**config.mk**
```make
export PLATFORM = sky130hd
export DESIGN_NAME = recfg_retry_supervisor
export DESIGN_NICKNAME = d
export VERILOG_FILES = /design/src/rtl/rrs_pkg.sv /design/src/rtl/rrs_hs_timer.sv /design/src/rtl/rrs_host_regs.sv /design/src/rtl/rrs_seq.sv /design/src/rtl/recfg_retry_supervisor.sv
export SDC_FILE = /design/constraint.sdc
export NUM_CORES = 1
export LEC_CHECK = 0
export BUFFER_PORTS_ARGS = -buffer_cell sky130_fd_sc_hd__buf_2
export CAP_MARGIN = 25
export CORE_MARGIN = 2
export CORE_UTILIZATION = 46
export DETAILED_ROUTE_END_ITERATION = 10
export PLACE_DENSITY = 0.76
export SLEW_MARGIN = 20
export SYNTH_ARGS = -nofsm -noshare
export SYNTH_HDL_FRONTEND = slang
export SYNTH_HIERARCHICAL = 1
export SYNTH_SLANG_ARGS = --single-unit
```
**constraint.sdc**
```tcl
create_clock -name clk -period 5.37 [get_ports clk]
set_input_delay 0.2685 -clock clk [delete_from_list [all_inputs] [get_ports clk]]
set_output_delay 0.2685 -clock clk [all_outputs]
set_load 0.01 [all_outputs]
```
**src/rtl/rrs_pkg.sv**
```systemverilog
package rrs_pkg;

    localparam int STS_W   = 2;
    localparam int ERR_BIT = 0;
    localparam int APP_BIT = 1;
    localparam int ADDR_W  = 24;
    localparam int CNT_W   = 8;

    localparam logic [ADDR_W-1:0] SAFE_IMG  = 24'h0E0000;
    localparam logic [ADDR_W-1:0] DAILY_IMG = 24'h1A0000;

    localparam logic [1:0] OFS_MODE = 2'd0;
    localparam logic [1:0] OFS_CNT  = 2'd1;
    localparam logic [1:0] OFS_SEL  = 2'd2;
    localparam logic [1:0] OFS_CLR  = 2'd3;

    typedef enum logic [3:0] {
        ST_BOOT,
        ST_STS_RD,
        ST_CNT_RD,
        ST_CNT_WR,
        ST_LAUNCH,
        ST_WAIT,
        ST_PARK,
        ST_ERR,
        ST_APP
    } seq_state_e;

    typedef struct packed {
        logic launched;
        logic failed;
        logic parked;
        logic app;
    } mode_t;

    function automatic logic [ADDR_W-1:0] image_addr(input logic sel);
        return sel ? DAILY_IMG : SAFE_IMG;
    endfunction

    function automatic logic [CNT_W-1:0] sat_inc(input logic [CNT_W-1:0] v);
        return (v == {CNT_W{1'b1}}) ? v : v + 1'b1;
    endfunction

endpackage

```
**src/rtl/rrs_hs_timer.sv**
```systemverilog
module rrs_hs_timer #(
    parameter int TIMEOUT = 1024
) (
    input  logic clk,
    input  logic rst,
    input  logic busy,
    input  logic done,
    output logic expire
);
    localparam int CW = $clog2(TIMEOUT + 1);
    localparam logic [CW-1:0] LAST = CW'(TIMEOUT - 1);

    logic [CW-1:0] cnt;

    assign expire = busy && !done && (cnt == LAST);

    always_ff @(posedge clk) begin
        if (rst || !busy || done) begin
            cnt <= '0;
        end else if (!expire) begin
            cnt <= cnt + 1'b1;
        end
    end


    tmr_range_chk: assert property (@(posedge clk) disable iff (rst)
        (busy && !done) |=> (!busy || cnt <= LAST));

endmodule

```
**src/rtl/rrs_host_regs.sv**
```systemverilog
module rrs_host_regs
    import rrs_pkg::*;
(
    input  logic             clk,
    input  logic             rst,
    input  logic             wr,
    input  logic [1:0]       addr,
    input  logic             wbit,
    input  mode_t            mode,
    input  logic [CNT_W-1:0] cnt,
    output logic [7:0]       rdata,
    output logic             sel,
    output logic             clr_cmd
);
    always_ff @(posedge clk) begin
        if (rst) begin
            sel <= 1'b1;
        end else if (wr && addr == OFS_SEL) begin
            sel <= wbit;
        end
    end

    assign clr_cmd = wr && (addr == OFS_CLR) && wbit;

    always_comb begin
        unique case (addr)
            OFS_MODE: rdata = {4'b0000, mode};
            OFS_CNT:  rdata = cnt;
            OFS_SEL:  rdata = {7'b0, sel};
            default:  rdata = 8'h00;
        endcase
    end


    sel_hold_chk: assert property (@(posedge clk) disable iff (rst)
        !(wr && addr == OFS_SEL) |=> $stable(sel));

endmodule

```
**src/rtl/rrs_seq.sv**
```systemverilog
module rrs_seq
    import rrs_pkg::*;
#(
    parameter int RETRY_LIMIT = 3
) (
    input  logic             clk,
    input  logic             rst,
    output logic             sts_req,
    input  logic             sts_ack,
    input  logic [STS_W-1:0] sts_data,
    output logic             nv_req,
    output logic             nv_we,
    output logic [CNT_W-1:0] nv_wdata,
    input  logic             nv_ack,
    input  logic [CNT_W-1:0] nv_rdata,
    input  logic             expire,
    input  logic             clr_cmd,
    output logic             rcfg_pulse,
    output mode_t            mode,
    output logic [CNT_W-1:0] cnt_q
);
    localparam logic [CNT_W-1:0] LIM = CNT_W'(RETRY_LIMIT);

    seq_state_e state, nxt;

    always_comb begin
        sts_req       = (state == ST_STS_RD);
        nv_req        = (state == ST_CNT_RD) || (state == ST_CNT_WR);
        nv_we         = (state == ST_CNT_WR);
        nv_wdata      = cnt_q;
        rcfg_pulse    = (state == ST_LAUNCH);
        mode.app      = (state == ST_APP);
        mode.parked   = (state == ST_PARK);
        mode.failed   = (state == ST_ERR);
        mode.launched = (state == ST_WAIT);
    end

    always_comb begin
        nxt = state;
        unique case (state)
            ST_BOOT:   nxt = ST_STS_RD;
            ST_STS_RD: begin
                if (sts_ack) begin
                    if (sts_data[APP_BIT])      nxt = ST_APP;
                    else if (sts_data[ERR_BIT]) nxt = ST_CNT_RD;
                    else                        nxt = ST_CNT_WR;
                end else if (expire) begin
                    nxt = ST_ERR;
                end
            end
            ST_CNT_RD: begin
                if (nv_ack)      nxt = ST_CNT_WR;
                else if (expire) nxt = ST_ERR;
            end
            ST_CNT_WR: begin
                if (nv_ack)      nxt = (cnt_q < LIM) ? ST_LAUNCH : ST_PARK;
                else if (expire) nxt = ST_ERR;
            end
            ST_LAUNCH: nxt = ST_WAIT;
            ST_PARK, ST_ERR: if (clr_cmd) nxt = ST_CNT_WR;
            default:   nxt = state;
        endcase
    end

    always_ff @(posedge clk) begin
        if (rst) begin
            state <= ST_BOOT;
            cnt_q <= '0;
        end else begin
            state <= nxt;
            if (state == ST_STS_RD && sts_ack && !sts_data[APP_BIT] && !sts_data[ERR_BIT])
                cnt_q <= '0;
            else if (state == ST_CNT_RD && nv_ack)
                cnt_q <= sat_inc(nv_rdata);
            else if ((state == ST_PARK || state == ST_ERR) && clr_cmd)
                cnt_q <= '0;
        end
    end


    single_pulse_chk: assert property (@(posedge clk) disable iff (rst)
        rcfg_pulse |=> !rcfg_pulse);


    no_launch_over_limit_chk: assert property (@(posedge clk) disable iff (rst)
        rcfg_pulse |-> (cnt_q < LIM));


    port_excl_chk: assert property (@(posedge clk) disable iff (rst)
        !(sts_req && nv_req));


    hold_req_chk: assert property (@(posedge clk) disable iff (rst)
        (nv_req && !nv_ack && !expire) |=> (nv_req && $stable(nv_we)));


    app_quiet_chk: assert property (@(posedge clk) disable iff (rst)
        mode.app |-> (!nv_req && !rcfg_pulse));

endmodule

```
**src/rtl/recfg_retry_supervisor.sv**
```systemverilog
module recfg_retry_supervisor
    import rrs_pkg::*;
#(
    parameter int RETRY_LIMIT = 3,
    parameter int TIMEOUT     = 1024
) (
    input  logic        clk,
    input  logic        rst,
    output logic        sts_req,
    input  logic        sts_ack,
    input  logic [1:0]  sts_data,
    output logic        nv_req,
    output logic        nv_we,
    output logic [7:0]  nv_wdata,
    input  logic        nv_ack,
    input  logic [7:0]  nv_rdata,
    output logic        rcfg_pulse,
    output logic [23:0] rcfg_addr,
    input  logic        hst_wr,
    input  logic [1:0]  hst_addr,
    input  logic        hst_wdata,
    output logic [7:0]  hst_rdata
);
    logic             expire;
    logic             clr_cmd;
    logic             sel;
    logic [CNT_W-1:0] cnt_q;
    mode_t            mode;
    logic             hs_busy;
    logic             hs_done;

    assign hs_busy   = sts_req | nv_req;
    assign hs_done   = (sts_req & sts_ack) | (nv_req & nv_ack);
    assign rcfg_addr = image_addr(sel);

    rrs_hs_timer #(.TIMEOUT(TIMEOUT)) u_tmr (
        .clk    (clk),
        .rst    (rst),
        .busy   (hs_busy),
        .done   (hs_done),
        .expire (expire)
    );

    rrs_seq #(.RETRY_LIMIT(RETRY_LIMIT)) u_seq (
        .clk        (clk),
        .rst        (rst),
        .sts_req    (sts_req),
        .sts_ack    (sts_ack),
        .sts_data   (sts_data),
        .nv_req     (nv_req),
        .nv_we      (nv_we),
        .nv_wdata   (nv_wdata),
        .nv_ack     (nv_ack),
        .nv_rdata   (nv_rdata),
        .expire     (expire),
        .clr_cmd    (clr_cmd),
        .rcfg_pulse (rcfg_pulse),
        .mode       (mode),
        .cnt_q      (cnt_q)
    );

    rrs_host_regs u_regs (
        .clk     (clk),
        .rst     (rst),
        .wr      (hst_wr),
        .addr    (hst_addr),
        .wbit    (hst_wdata),
        .mode    (mode),
        .cnt     (cnt_q),
        .rdata   (hst_rdata),
        .sel     (sel),
        .clr_cmd (clr_cmd)
    );

endmodule

```
==> out/qor.yml, run 1 <==
run_status:
  status: "completed"
cells_and_area:
  design_area_um2: 1860
  antenna_cells: 0
  nNetsFinal: 256
  regArea_um2: 480
  fillerInstances: 354
  syn_to_final_growth_pct: 6.99
  drive_above_1_share: 0.243
  multiInputGateArea_um2: 1050
setup_path:
  path_buf_inv: 2
  cp-end-kind: "flip-flop"
  worstPathMaxFanout: 12
  crit_family: "simple AND/OR/NAND/NOR gates"
  critPathKind: "flip-flop to flip-flop"
  slowest_stage: "dfxtp_1"
  worstPathRequired_ns: 5.58
  ff2ff_setup_slack_ns: 2.64
  arrival_ns: 2.94
  path_common_cell: "inv_1"
  crit_chain: "inv_1 > nor3_1 > or2_1 > nor4bb_1 > nand4_1 > inv_1 > mux2i_1 > or3_1 > a21o_1 > a31oi_1"
  startpoint_type: "flip-flop"
  cpPeakStageDelay_ns: 0.57
detailed_routing:
  vias: 1534
  drt-initial-drc-count: 153
  finalWirelength_um: 3540
  avgRoutedWirePerCell_um: 12.5
  drc: 0
  drtAntennaViolNets: 0
  firstDrtPassIters: 4
  avgViaCountPerCell: 5.42
cts:
  htree_levels: 1
  insertion_delay_ns: 0.27
  cts-root-buf: "clkbuf_8"
  cts_num_sinks: 24
  postCtsSetupRepairBufs: 0
  postCtsResizedCells: 0
  tritoncts: "done"
  cts_made_buffers: 3
  hold_buffers: 0
  cts_buffer_depth: 2
  path_clk_slew_ns: 0.09
synthesis:
  async_flop_share: 0
  synth.avg_cell_area_um2: 8.26
  ys_types: 54
  ys.flop_type: "dfxtp_1"
  syn_area_um2: 1740
  ys_ff_latch: 24
  yosys_warnings: 6
  synth_edf_count: 0
  yosysSeqAreaShare: 0.277
  syn_inst: 210
sta:
  relSlewSlack: 0.641
  final-hold-violation-count: 0
  fin_crit_ns: 2.73
  rsz0062_at_grt: "false"
  fin_tns_setup_ns: 0
  worst_slew_pin_slew_ns: 0.537
  fin_skew_ns: 0.00857
  clock.fmax_mhz: 366
  fin_crit_sh: 0.508
  slew_violations: 0
  setup_violations: 0
place:
  place_area_um2: 1800
  io_buffers: 39
  gp_congestion: 0.908
  hpwl_um: 2680
floorplan:
  dieArea_um2: 4280
  io_pins: 62
  core_area_um2: 3630
  die_y_um: 65.4
  initial_utilization: 0.478
  row_count: 22
  fp.dieW_um: 65.4
grt:
  grt_pass1_wl_um: 5570
  antenna_found_initial: 0
  first_global_vias: 1212
  gr-total-overflow: 0
  grt_max_degree: 14
  grt_usage: 0.165
hold_path:
  hold_path_class: "primary input to flip-flop"
power_and_ir_drop:
  p_leak_nw: 0.843
  cellPowerDensity_nw_per_um2: 210
  irDropWorstVdd_uv: 117
run:
  drv_cap: 0
-- synthesized netlist by cell type, types with 4 or more instances --
cell / count / area (um^2)
nor2_1: 16 / 60.1
and2_1: 5 / 31.3
dfxtp_1: 24 / 480
mux2i_1: 8 / 80.1
o2bb2ai_1: 4 / 35.0
nand2_1: 12 / 45.0
and3_1: 5 / 31.3
buf_4: 31 / 233
o21ai_0: 10 / 50.1
a21oi_1: 10 / 50.1
a31oi_1: 7 / 43.8
nand3_1: 7 / 35.0
buf_2: 4 / 20.0
-- cell families (layout without fill, tap and decap cells) --
group                      after synthesis  count (layout)  synth area share
AOI/OAI and AO/OA                       52              52             0.206
adders and majority gates                2               2            0.0144
DFF                                     24              24             0.277
xor gates and xnor gates                 3               3            0.0151
buffers and inverters                   41              46             0.159
other                                    2              22           0.00433
and+or+nand+nor                         78              78             0.278
muxes                                    8               8            0.0461
-- worst reg2reg max path: cells and delay by family, from the launching register on --
family	cells	cell delay [ns]
simple gates	5	1.35
mux	1	0.08
buf+inv	2	0.36
compound gates	2	0.30
flops	1	0.57
-- stage by stage --
stage               cells  hold slack, ns   util  setup WS [ns]  total power, mW
global placement      279           0.441  0.496           2.77            0.268
floorplan             230           0.338      -           2.99            0.259
CTS                   283           0.256  0.511           2.67            0.394
detailed placement    279           0.441  0.496           2.70            0.268
finish                283           0.256  0.511           2.64            0.391
global route          283           0.282  0.511           2.38            0.411
-- power breakdown --
group	total, mW	switching (mW)	internal [mW]
clock	0.126	0.0604	0.0655
combinational	0.0716	0.0418	0.0298
sequential	0.193	0.0101	0.183
-- state kept, by name (all words and copies together) (netlist names) --
register / flops
u_tmr/cnt: 11
u_seq/state: 4
u_seq/cnt_q: 8
u_regs/sel: 1
-- routing by layer --
metal	vias up	track usage	routed length (um)	share of wire
li1	768	-	-	-
met1	709	0.240	1800	0.51
met2	53	0.244	1510	0.43
met3	4	0.0291	194	0.055
met4	0	0.0547	41	0.012
met5	-	0	0	0
-- cells in the final DEF (no fill, tap or decap), types with 2 or more instances in the layout --
master	instances
buf_2	39
dfxtp_1	24
conb_1	22
nor2_1	16
nand2_1	12
o21ai_0	10
a21oi_1	10
mux2i_1	8
a31oi_1	7
nand3_1	7
and2_1	5
and3_1	5
clkbuf_8	4
o2bb2ai_1	4
inv_1	3
a31o_2	3
nand2b_1	3
nand4_1	3
o211ai_1	3
and3_2	3
xor2_1	3
and4_1	2
nand3b_1	2
nor4b_1	2
and4b_1	2
a21o_1	2
a32oi_1	2
or3_1	2
ha_1	2
and4_4	2
-- path summary, 6_finish.rpt --
check	cells past startpoint	startpoint	endpoint
max reg2reg	10	u_seq/state[1]$_SDFFE_PP0P_	u_seq/state[2]$_SDFFE_PP0P_
max	10	u_seq/state[1]$_SDFFE_PP0P_	u_seq/state[2]$_SDFFE_PP0P_
min	3	hst_wdata	u_regs/sel$_SDFFE_PP1P_
min reg2reg	2	u_tmr/cnt[10]$_SDFFE_PP0N_	u_tmr/cnt[10]$_SDFFE_PP0N_
-- area by class of cell --
| type | instances | share of cell area |
|---|---|---|
| clock buffer | 4 | 0.0296 |
| tap | 48 | 0.0323 |
| timing repair buffer | 39 | 0.105 |
| multi-input combinational | 165 | 0.568 |
| sequential | 24 | 0.259 |
| inverter | 3 | 0.00606 |
Note: power is estimated with default switching activity, not from simulation.
==> inputs of run 2 (changes only) <==
--- a/config.mk
+++ b/config.mk
@@ -5,12 +5,13 @@
 export SDC_FILE = /design/constraint.sdc
 export NUM_CORES = 1
 export LEC_CHECK = 0
+export ABC_AREA = 1
 export BUFFER_PORTS_ARGS = -buffer_cell sky130_fd_sc_hd__buf_2
 export CAP_MARGIN = 25
 export CORE_MARGIN = 2
 export CORE_UTILIZATION = 46
 export DETAILED_ROUTE_END_ITERATION = 10
-export PLACE_DENSITY = 0.76
+export PLACE_DENSITY = 0.77
 export SLEW_MARGIN = 20
 export SYNTH_ARGS = -nofsm -noshare
 export SYNTH_HDL_FRONTEND = slang
==> constraint.sdc (replaced) <==
create_clock -name clk -period 2.4 [get_ports clk]
set_input_delay 0.12 -clock clk [delete_from_list [all_inputs] [get_ports clk]]
set_output_delay 0.12 -clock clk [all_outputs]
set_load 0.01 [all_outputs]
==> out/qor.yml, run 2 <==
floorplan:
  io_pins: 62  # unchanged
  initial_utilization: 0.481  # +0.00375
  die_y_um: 68.9  # +5.4%
  row_count: 23  # +4.5%
  fp.dieW_um: 68.9  # +5.4%
  core_area_um2: 4030  # +11%
  dieArea_um2: 4750  # +11%
cells_and_area:
  largest_reg_flops: 11  # unchanged
  final_common_cell: "nand2_1"
  multiInputGateArea_um2: 1110  # +4.9%
  antenna_cells: 0  # unchanged
  design_area_um2: 2060  # +11%
  largest-register: "u_tmr/cnt"
  mostFrequentLayoutCells: "nand2_1 (78), inv_1 (40), buf_2 (39)"
  fillerInstances: 420  # +19%
  syn_to_final_growth_pct: 6.13
  regArea_um2: 480  # unchanged
  drive_above_1_share: 0.200  # -0.0426
  nNetsFinal: 367  # +43%
  reg_top3: "u_tmr/cnt x11, u_seq/cnt_q x8, u_seq/state x4"
setup_path:
  cpPeakStageDelay_ns: 0.35  # -0.22 ns
  startpoint_type: "flip-flop"
  cp-end-kind: "flip-flop"
  crit_chain: "inv_2 > nand2_1 > nor2_4 > inv_1 > nand2_1 > inv_1 > nor2_1 > nand4_1 > inv_1 > inv_1 > a21oi_1 > nand2_1 > nand2_1 > nor2_1 > a21oi_1"
  r2r_start: "u_seq/state[2]$_SDFFE_PP0P_"
  arrival_ns: 2.16  # -0.78 ns
  cp-startpoint: "u_seq/state[2]$_SDFFE_PP0P_"
  worstPathMaxFanout: 7  # -5
  slowest_stage: "dfxtp_1"
  crit_family: "simple AND/OR/NAND/NOR gates"
  path_buf_inv: 5  # +3
  worstPathRequired_ns: 2.59  # -2.99 ns
  critPathKind: "flip-flop to flip-flop"
synthesis:
  synth_edf_count: 0  # unchanged
  ys_ff_latch: 24  # unchanged
  ys_types: 26  # -52%
  yosys_warnings: 6  # unchanged
  synth.most_common_cell: "nand2_1"
  ys.flop_type: "dfxtp_1"
  syn_inst: 316  # +50%
  synth_common_cells: "nand2_1 (78), inv_1 (40), nor2_1 (36)"
  synth.avg_cell_area_um2: 6.14  # -26%
  synth_top_area_frac: 0.248  # -0.0291
  syn_area_um2: 1940  # +12%
  async_flop_share: 0  # unchanged
  synth_area_leaders: "dfxtp_1 (25%), nand2_1 (15%), buf_4 (12%)"
  yosysTopAreaCell: "dfxtp_1"
  yosysSeqAreaShare: 0.248  # -0.0291
grt:
  grt_max_degree: 13  # -1
  antenna_found_initial: 0  # unchanged
  grt_pass1_wl_um: 6490  # +17%
  gr-total-overflow: 0  # unchanged
  first_global_vias: 1501  # +24%
  grt_usage: 0.177  # +0.0119
sta:
  fin_crit_sh: 0.817  # +0.309
  setup_violations: 0  # unchanged
  fin_crit_ns: 1.96  # -0.768 ns
  rsz0062_at_grt: "false"
  final-hold-violation-count: 0  # unchanged
  fin_tns_setup_ns: 0  # unchanged
  clock.fmax_mhz: 510  # +39%
  fin_skew_ns: 0.00164  # -0.00693 ns
  slew_violations: 0  # unchanged
power_and_ir_drop:
  p_leak_nw: 1.06  # +25%
  cellPowerDensity_nw_per_um2: 450  # +110%
  totalPowerFinal_mw: 0.925  # +140%
  irDropWorstVdd_uv: 211  # +80%
cts:
  hold_buffers: 0  # unchanged
  cts-root-buf: "clkbuf_8"
  cts_num_sinks: 24  # unchanged
  tritoncts: "done"
  insertion_delay_ns: 0.26  # about the same
  cts_buffer_depth: 2  # unchanged
  postCtsResizedCells: 0  # unchanged
  postCtsSetupRepairBufs: 0  # unchanged
  cts_made_buffers: 3  # unchanged
  path_clk_slew_ns: 0.08  # about the same
  htree_levels: 1  # unchanged
hold_path:
  min_from: "rst"
  hold_path_class: "primary input to flip-flop"
detailed_routing:
  firstDrtPassIters: 4  # unchanged
  drt-initial-drc-count: 96  # -37%
  finalWirelength_um: 4000  # +13%
  drtAntennaViolNets: 0  # unchanged
  drc: 0  # unchanged
  avgViaCountPerCell: 4.72  # -13%
  avgRoutedWirePerCell_um: 10.1  # -19%
  vias: 1865  # +22%
place:
  io_buffers: 39  # unchanged
  place_area_um2: 2020  # +12%
  gp_congestion: 0.925  # +1.8%
  hpwl_um: 3310  # +24%
run:
  drv_cap: 0  # unchanged
run_status:
  status: "completed"
-- run 2: cell types whose count changed in the layout (fill, tap and decap cells not counted), moves of 6 or more --
| cell | change |
|---|---|
| a31oi_1 | -7 |
| a21oi_1 | +8 |
| inv_1 | +37 |
| nor2_2 | +6 |
| o21ai_0 | -7 |
| mux2i_1 | -8 |
| nand2_2 | +7 |
| nor3_1 | +6 |
| nor2_1 | +20 |
| inv_2 | +6 |
| nand3_1 | +27 |
| nand2_1 | +66 |
-- run 2: path summary, 6_finish.rpt --
kind / to / slack [ns] / cells after the start
hold reg to reg: u_tmr/cnt[10]$_SDFFE_PP0N_ / 0.51 / 2
setup / recovery: u_seq/state[2]$_SDFFE_PP0P_ / 0.44 / 15
setup reg to reg: u_seq/state[2]$_SDFFE_PP0P_ / 0.44 / 15
hold / removal: u_seq/state[3]$_SDFFE_PP0P_ / 0.14 / 2
-- run 2: worst reg2reg max path, cell delays in order, from the launching register on --
cell	delay [ns]
dfxtp_1	0.35
inv_2	0.12
nand2_1	0.15
nor2_4	0.19
inv_1	0.06
nand2_1	0.06
inv_1	0.03
nor2_1	0.15
nand4_1	0.19
inv_1	0.11
inv_1	0.07
a21oi_1	0.14
nand2_1	0.06
nand2_1	0.05
nor2_1	0.05
a21oi_1	0.12
-- run 2: metrics by stage --
step | std cells | hold WS [ns] | setup WS, ns | utilization
2_1_floorplan | 336 | 0.189 | 0.672 | -
3_3_place_gp | 392 | 0.409 | 0.586 | 0.501
3_5_place_dp | 392 | 0.406 | 0.483 | 0.501
4_1_cts | 395 | 0.121 | 0.459 | 0.511
5_1_grt | 395 | 0.151 | 0.177 | 0.511
6_report | 395 | 0.137 | 0.439 | 0.511
-- run 2: area by class of cell --
| cell class | instances | area share |
|---|---|---|
| well taps | 50 | 0.0304 |
| repair buffers | 39 | 0.0948 |
| flip-flops and latches | 24 | 0.233 |
| multi-input cells | 233 | 0.537 |
| inverters | 46 | 0.0839 |
| clock buffers | 3 | 0.0201 |
-- run 2: where the power goes --
group / switching (mW) / internal (mW) / leakage [nW] / total [mW]
Clock: 0.121 / 0.112 / 0.0216 / 0.233
Sequential: 0.0230 / 0.415 / 0.194 / 0.438
Combinational: 0.172 / 0.0816 / 0.840 / 0.254
-- run 2: metal layers --
metal,track usage,wire length [um],up-vias
met3,0.0260,245,4
li1,-,-,992
met1,0.246,1890,813
met2,0.282,1810,56
met4,0.0490,46,0
met5,0,0,-
-- run 2: cell families (layout without fill, tap and decap cells) --
family	count (synthesis)	in the layout	share of synthesized area
compound gates	24	24	0.0645
xor+xnor	3	3	0.0136
fa+ha+maj	2	2	0.0129
buf+inv	79	88	0.221
flops	24	24	0.248
other cells	2	22	0.00387
simple gates	182	182	0.437
